## src/rtl/vb_pkg.sv

```systemverilog
package vb_pkg;

    // Kind of operation applied to the buffer in one request cycle
    typedef enum logic [2:0] {
        OP_IDLE = 3'd0,   // no request
        OP_SWAP = 3'd1,   // hit, displaced line replaces the found one
        OP_TAKE = 3'd2,   // hit, nothing to put back: entry freed
        OP_FILL = 3'd3,   // miss, displaced line inserted
        OP_NONE = 3'd4    // miss, nothing to insert
    } vb_op_e;

    function automatic vb_op_e vb_decode(input logic req, input logic found,
                                         input logic offer);
        vb_op_e op;
        if (!req)       op = OP_IDLE;
        else if (found) op = offer ? OP_SWAP : OP_TAKE;
        else            op = offer ? OP_FILL : OP_NONE;
        return op;
    endfunction

    function automatic logic vb_is_hit(input vb_op_e op);
        return (op == OP_SWAP) || (op == OP_TAKE);
    endfunction

    function automatic logic vb_is_write(input vb_op_e op);
        return (op == OP_SWAP) || (op == OP_FILL);
    endfunction

endpackage

```

## src/rtl/vb_match.sv

```systemverilog
module vb_match #(
    parameter int ENTRIES = 4,
    parameter int LA_W    = 26,
    localparam int IDX_W  = (ENTRIES > 1) ? $clog2(ENTRIES) : 1
) (
    input  logic [ENTRIES-1:0]      valid,
    input  logic [ENTRIES*LA_W-1:0] addrs,
    input  logic [LA_W-1:0]         key,
    output logic                    found,
    output logic [IDX_W-1:0]        found_idx
);
    logic [ENTRIES-1:0] eq;

    for (genvar g = 0; g < ENTRIES; g++) begin : g_cmp
        assign eq[g] = valid[g] && (addrs[g*LA_W +: LA_W] == key);
    end

    always_comb begin
        found_idx = '0;
        for (int i = 0; i < ENTRIES; i++) begin
            if (eq[i]) found_idx = IDX_W'(i);
        end
    end

    assign found = |eq;
endmodule

```

## src/rtl/vb_age.sv

```systemverilog
module vb_age #(
    parameter int ENTRIES = 4,
    localparam int IDX_W  = (ENTRIES > 1) ? $clog2(ENTRIES) : 1
) (
    input  logic                     clk,
    input  logic                     rst,
    input  logic                     touch,
    input  logic [IDX_W-1:0]         touch_idx,
    output logic [ENTRIES*IDX_W-1:0] ages
);
    // Ages form a permutation of 0..ENTRIES-1; 0 is most recent.
    logic [IDX_W-1:0] age_q [ENTRIES];
    logic [IDX_W-1:0] ref_age;

    assign ref_age = age_q[touch_idx];

    always_ff @(posedge clk) begin
        if (rst) begin
            for (int i = 0; i < ENTRIES; i++) age_q[i] <= IDX_W'(i);
        end else if (touch) begin
            for (int i = 0; i < ENTRIES; i++) begin
                if (IDX_W'(i) == touch_idx)   age_q[i] <= '0;
                else if (age_q[i] < ref_age)  age_q[i] <= age_q[i] + 1'b1;
            end
        end
    end

    for (genvar g = 0; g < ENTRIES; g++) begin : g_out
        assign ages[g*IDX_W +: IDX_W] = age_q[g];
    end
endmodule

```

## src/rtl/vb_alloc.sv

```systemverilog
module vb_alloc #(
    parameter int ENTRIES = 4,
    localparam int IDX_W  = (ENTRIES > 1) ? $clog2(ENTRIES) : 1
) (
    input  logic [ENTRIES-1:0]       valid,
    input  logic [ENTRIES*IDX_W-1:0] ages,
    output logic [IDX_W-1:0]         slot,
    output logic                     slot_live
);
    logic have_free;

    always_comb begin
        slot      = '0;
        slot_live = 1'b1;
        have_free = 1'b0;
        // Prefer the lowest free entry
        for (int i = ENTRIES - 1; i >= 0; i--) begin
            if (!valid[i]) begin
                slot      = IDX_W'(i);
                have_free = 1'b1;
            end
        end
        if (have_free) begin
            slot_live = 1'b0;
        end else begin
            for (int i = 0; i < ENTRIES; i++) begin
                if (ages[i*IDX_W +: IDX_W] == IDX_W'(ENTRIES - 1)) slot = IDX_W'(i);
            end
        end
    end
endmodule

```

## src/rtl/vb_victim_buffer.sv

```systemverilog
module vb_victim_buffer
    import vb_pkg::*;
#(
    parameter int ENTRIES = 4,
    parameter int LA_W    = 26,
    parameter int LINE_W  = 64
) (
    input  logic              clk,
    input  logic              rst,
    input  logic              req_valid,
    input  logic [LA_W-1:0]   req_addr,
    input  logic              evict_valid,
    input  logic [LA_W-1:0]   evict_addr,
    input  logic [LINE_W-1:0] evict_data,
    input  logic              evict_dirty,
    output logic              rsp_valid,
    output logic              rsp_hit,
    output logic [LINE_W-1:0] rsp_data,
    output logic              rsp_dirty,
    output logic              wb_valid,
    output logic [LA_W-1:0]   wb_addr,
    output logic [LINE_W-1:0] wb_data
);
    localparam int IDX_W = (ENTRIES > 1) ? $clog2(ENTRIES) : 1;

    typedef struct packed {
        logic [LA_W-1:0]   addr;
        logic [LINE_W-1:0] data;
        logic              dirty;
    } line_t;

    line_t              line_q [ENTRIES];
    logic [ENTRIES-1:0] valid_q;

    logic [ENTRIES*LA_W-1:0]  addr_flat;
    logic [ENTRIES*IDX_W-1:0] age_flat;
    logic                     found;
    logic [IDX_W-1:0]         found_idx;
    logic [IDX_W-1:0]         free_idx;
    logic                     free_live;
    logic [IDX_W-1:0]         slot;
    vb_op_e                   op;
    line_t                    incoming;
    line_t                    hit_line;
    line_t                    out_line;

    for (genvar g = 0; g < ENTRIES; g++) begin : g_flat
        assign addr_flat[g*LA_W +: LA_W] = line_q[g].addr;
    end

    vb_match #(.ENTRIES(ENTRIES), .LA_W(LA_W)) i_match (
        .valid     (valid_q),
        .addrs     (addr_flat),
        .key       (req_addr),
        .found     (found),
        .found_idx (found_idx)
    );

    vb_alloc #(.ENTRIES(ENTRIES)) i_alloc (
        .valid     (valid_q),
        .ages      (age_flat),
        .slot      (free_idx),
        .slot_live (free_live)
    );

    assign op       = vb_decode(req_valid, found, evict_valid);
    assign slot     = found ? found_idx : free_idx;
    assign incoming = '{addr: evict_addr, data: evict_data, dirty: evict_dirty};
    assign hit_line = line_q[found_idx];
    assign out_line = line_q[free_idx];

    vb_age #(.ENTRIES(ENTRIES)) i_age (
        .clk       (clk),
        .rst       (rst),
        .touch     (vb_is_write(op)),
        .touch_idx (slot),
        .ages      (age_flat)
    );

    // Line storage
    always_ff @(posedge clk) begin
        if (rst) begin
            valid_q <= '0;
            for (int i = 0; i < ENTRIES; i++) line_q[i] <= '0;
        end else begin
            if (vb_is_write(op)) begin
                line_q[slot]  <= incoming;
                valid_q[slot] <= 1'b1;
            end else if (op == OP_TAKE) begin
                valid_q[slot] <= 1'b0;
            end
        end
    end

    // Response and write-back registers
    always_ff @(posedge clk) begin
        if (rst) begin
            rsp_valid <= 1'b0;
            rsp_hit   <= 1'b0;
            rsp_data  <= '0;
            rsp_dirty <= 1'b0;
            wb_valid  <= 1'b0;
            wb_addr   <= '0;
            wb_data   <= '0;
        end else begin
            rsp_valid <= req_valid;
            rsp_hit   <= vb_is_hit(op);
            rsp_data  <= vb_is_hit(op) ? hit_line.data : '0;
            rsp_dirty <= vb_is_hit(op) && hit_line.dirty;
            wb_valid  <= (op == OP_FILL) && free_live && out_line.dirty;
            wb_addr   <= out_line.addr;
            wb_data   <= out_line.data;
        end
    end
endmodule

```

## config.mk

```make
export PLATFORM = sky130hd
export DESIGN_NAME = vb_victim_buffer
export DESIGN_NICKNAME = d
export VERILOG_FILES = /design/src/rtl/vb_pkg.sv /design/src/rtl/vb_match.sv /design/src/rtl/vb_age.sv /design/src/rtl/vb_alloc.sv /design/src/rtl/vb_victim_buffer.sv
export SDC_FILE = /design/constraint.sdc
export NUM_CORES = 1
export LEC_CHECK = 0
export ABC_AREA = 1
export ABC_CLOCK_PERIOD_IN_PS = 5600
export BUFFER_PORTS_ARGS = -buffer_cell sky130_fd_sc_hd__clkbuf_2
export CORE_MARGIN = 2
export CORE_UTILIZATION = 45
export DETAILED_ROUTE_END_ITERATION = 6
export GPL_TIMING_DRIVEN = 0
export PLACE_DENSITY_LB_ADDON = 0.12
export SLEW_MARGIN = 10
export SYNTH_ARGS = -nofsm -noshare
export SYNTH_HDL_FRONTEND = slang
export SYNTH_HIERARCHICAL = 1
export SYNTH_SLANG_ARGS = --single-unit
```

## constraint.sdc

```tcl
create_clock -name clk -period 5.6 [get_ports clk]
set_input_delay 0.28 -clock clk [delete_from_list [all_inputs] [get_ports clk]]
set_output_delay 0.28 -clock clk [all_outputs]
set_load 0.1 [all_outputs]
```

==> reports/summary.txt <==
status - finished clean
final worst path period share - 0.8210
die area - 0.05738 mm²
Initial Util - 0.4540
final core area utilization - 0.5392
WL final - 84.08 mm
slowest stage delay, CP - 490 ps
synthesized area per cell - 8.760 µm²
Data arrival, critical path - 4910 ps
# DRC - 0
Syn. warnings - 6
Seq cells post-synth - 534
Max IR drop VDD - 0.0002595 V
Detail Placement HPWL - 58.32 mm
fin nets - 3335
cts bufs inserted - 56
antenna violations before repair - 0
Port Buf Inserts - 277
vias - 21080
Core ar. - 0.05499 mm²
share of cells above drive strength 1 - 0.1769
drt pass-1 iters - 5
Max Cap Viol - 0
TritonCTS clock tree - built
Vias/cell - 5.264
post-synthesis sequential area ratio - 0.5774
Mapped Cells - 2850
fin crit period - 4598 ps
clock buffer depth - 3
FF-to-FF End - line_q[1][47]$_SDFFCE_PN0P_
Root Driver - clkbuf_16
Global Route Usage Sum - 0.2914
FF-to-FF Start - line_q[3][79]$_DFFE_PP_
worst reg-to-reg path cell count - 16
CP max-delay cell - nand2_4
final setup fails - 0
H-tree depth - 2
final hold violations - 0
commonest non-fill, non-tap cells in the layout - 676 x nor2_1, 372 x edfxtp_1, 350 x nand2_1
Area Growth Syn to Fin - 18.75%
CTS clk-pin slew, worst paths - 60 ps
Slew HR - 0.2615
setup TNS after final layout - 0 ps
Synth Cell Area - 0.02497 mm²
DRT antenna net count - 0
hold path start - evict_data[46]
Worst Clk Skew - 20.38 ps
HP Class - in -> reg
die height - 239.5 µm
crit start category - flip-flop
max-slew violation count - 0
gpl congestion - 0.9586
largest net degree at the start of global routing - 42
Yosys cell types - 35
ANT cells - 0
Die Wd - 239.5 µm
R2R Setup Slk - 1000 ps
CP Capture Type - flip-flop
routed length per instance - 21.00 µm
DR iter-0 viols - 2131
dominant synthesized flop cell - edfxtp_1
# Post-CTS Setup Buffers - 0
P per Cell Area - 326.5 mW/mm²
Cell Chain, Critical Path - xnor2_1 -> nand2_1 -> nor2_1 -> nand3_1 -> nor2_2 -> inv_1 -> nand2_1 -> buf_2 -> nand2_2 -> nand2_2 -> nand4_2 -> buf_4 -> buf_6 -> nand2_4 -> buf_12 -> buf_12
share of flip-flops with an asynchronous set or reset - 0
Pleak - 12.88 nW
number of flops mapped to enable cells by yosys - 372
critical path type - reg -> reg
total grt overflow - 0
first-pass GRT wire length - 123.8 mm
fmax - 217.5 MHz
hold path endpoint - line_q[2][47]$_SDFFCE_PN0P_
vias in the first global route - 20310
Cell Rows - 86
RSZ-0062 raised after global routing - false
I/O pins - 279
Worst-Margin Slew - 1108 ps
Crit Path Max Fanout - 35
Setup WS post-layout - 1002 ps
Final Power - 0.009680 W
Clock Latency Late Sink - 630 ps
# clock sinks - 534
Setup WS pre-CTS - 1034 ps
Critical Path RT - 5920 ps
most common cell after layout, fill and taps aside - nor2_1
syn_nets - 2976
hold path depth - 3
-- through the flow --
step,hold WS [ps],instances,area [µm²]
after floorplan,387.0,2850,24970
after global placement,505.7,3875,27290
after detailed placement,524.4,3883,27510
after CTS,3.011,4004,29650
after global routing,30.90,4004,29650
final,29.61,4004,29650
-- synthesized netlist by cell type, types with 18 or more instances --
master | number | area (µm²)
a21oi_1 | 221 | 1106
inv_2 | 26 | 97.59
buf_2 | 40 | 200.2
inv_1 | 319 | 1197
edfxtp_1 | 372 | 11170
o21ai_1 | 61 | 305.3
dfxtp_1 | 162 | 3243
xnor2_1 | 18 | 157.7
clkbuf_1 | 78 | 292.8
nand2_1 | 354 | 1329
nor2_4 | 60 | 675.7
o21ai_0 | 339 | 1697
nor2_1 | 676 | 2537
-- routing by layer --
metal	wire, µm	track usage
met1	34960	0.3973
met2	39420	0.4766
met3	6872	0.03884
met4	2826	0.1047
met5	0	0
-- area by class of cell --
class / instances / area, µm²
Inverter: 352 / 1323
Timing Repair Buffer: 301 / 1737
Tap cell: 748 / 935.9
Fill cell: 5132 / 25340
Clock buffer: 79 / 1748
Buffer: 160 / 898.4
Multi-Input combinational cell: 1804 / 8361
Clock inverter: 26 / 231.5
Sequential cell: 534 / 14410
-- how the worst max path moves through the flow --
stage | end | depth (start not counted) | from
floorplan | line_q[2][0]$_SDFFCE_PN0P_ | 16 | req_addr[18]
global placement | line_q[0][53]$_SDFFCE_PN0P_ | 16 | req_addr[14]
detailed placement | line_q[1][46]$_SDFFCE_PN0P_ | 17 | req_addr[14]
CTS | line_q[1][45]$_SDFFCE_PN0P_ | 16 | line_q[1][79]$_SDFFCE_PN0P_
global route | line_q[1][72]$_SDFFCE_PN0P_ | 18 | line_q[1][81]$_SDFFCE_PN0P_
finish | line_q[1][47]$_SDFFCE_PN0P_ | 16 | line_q[3][79]$_DFFE_PP_
-- kinds of logic after synthesis --
kind of cell	synth area share
fa+ha+maj	0.002506
xor+xnor	0.008771
simple gates	0.1971
flops	0.5774
compound gates	0.1253
buf+inv	0.08896
-- power breakdown --
| group | switching, W | internal, W | leakage [nW] |
|---|---|---|---|
| clock network | 0.00163 | 0.00232 | 0.995 |
| logic | 0.000966 | 0.000241 | 6.86 |
| registers | 0.0000999 | 0.00442 | 5.03 |
| total | 0.00270 | 0.00698 | 12.9 |
-- sequential cells by signal, indices dropped and copies added, names as in the netlist, named ones only --
register	count
wb_addr	26
rsp_valid	1
i_age/age_q	8
rsp_hit	1
rsp_data	64
wb_valid	1
line_q	364
wb_data	64
rsp_dirty	1
-- critical path, delay by kind of cell, from the launching register on --
kind / cells / cell delay [ps]
xor+xnor: 1 / 330
buf+inv: 6 / 1520
simple gates: 9 / 1970
flops: 1 / 400
-- repair_timing --
item,4_1_cts,5_1_grt
gates resized for setup,0,0
endpoints found under the hold margin,40,0
hold buffers,16,0
(Power assumes the default switching activity.)
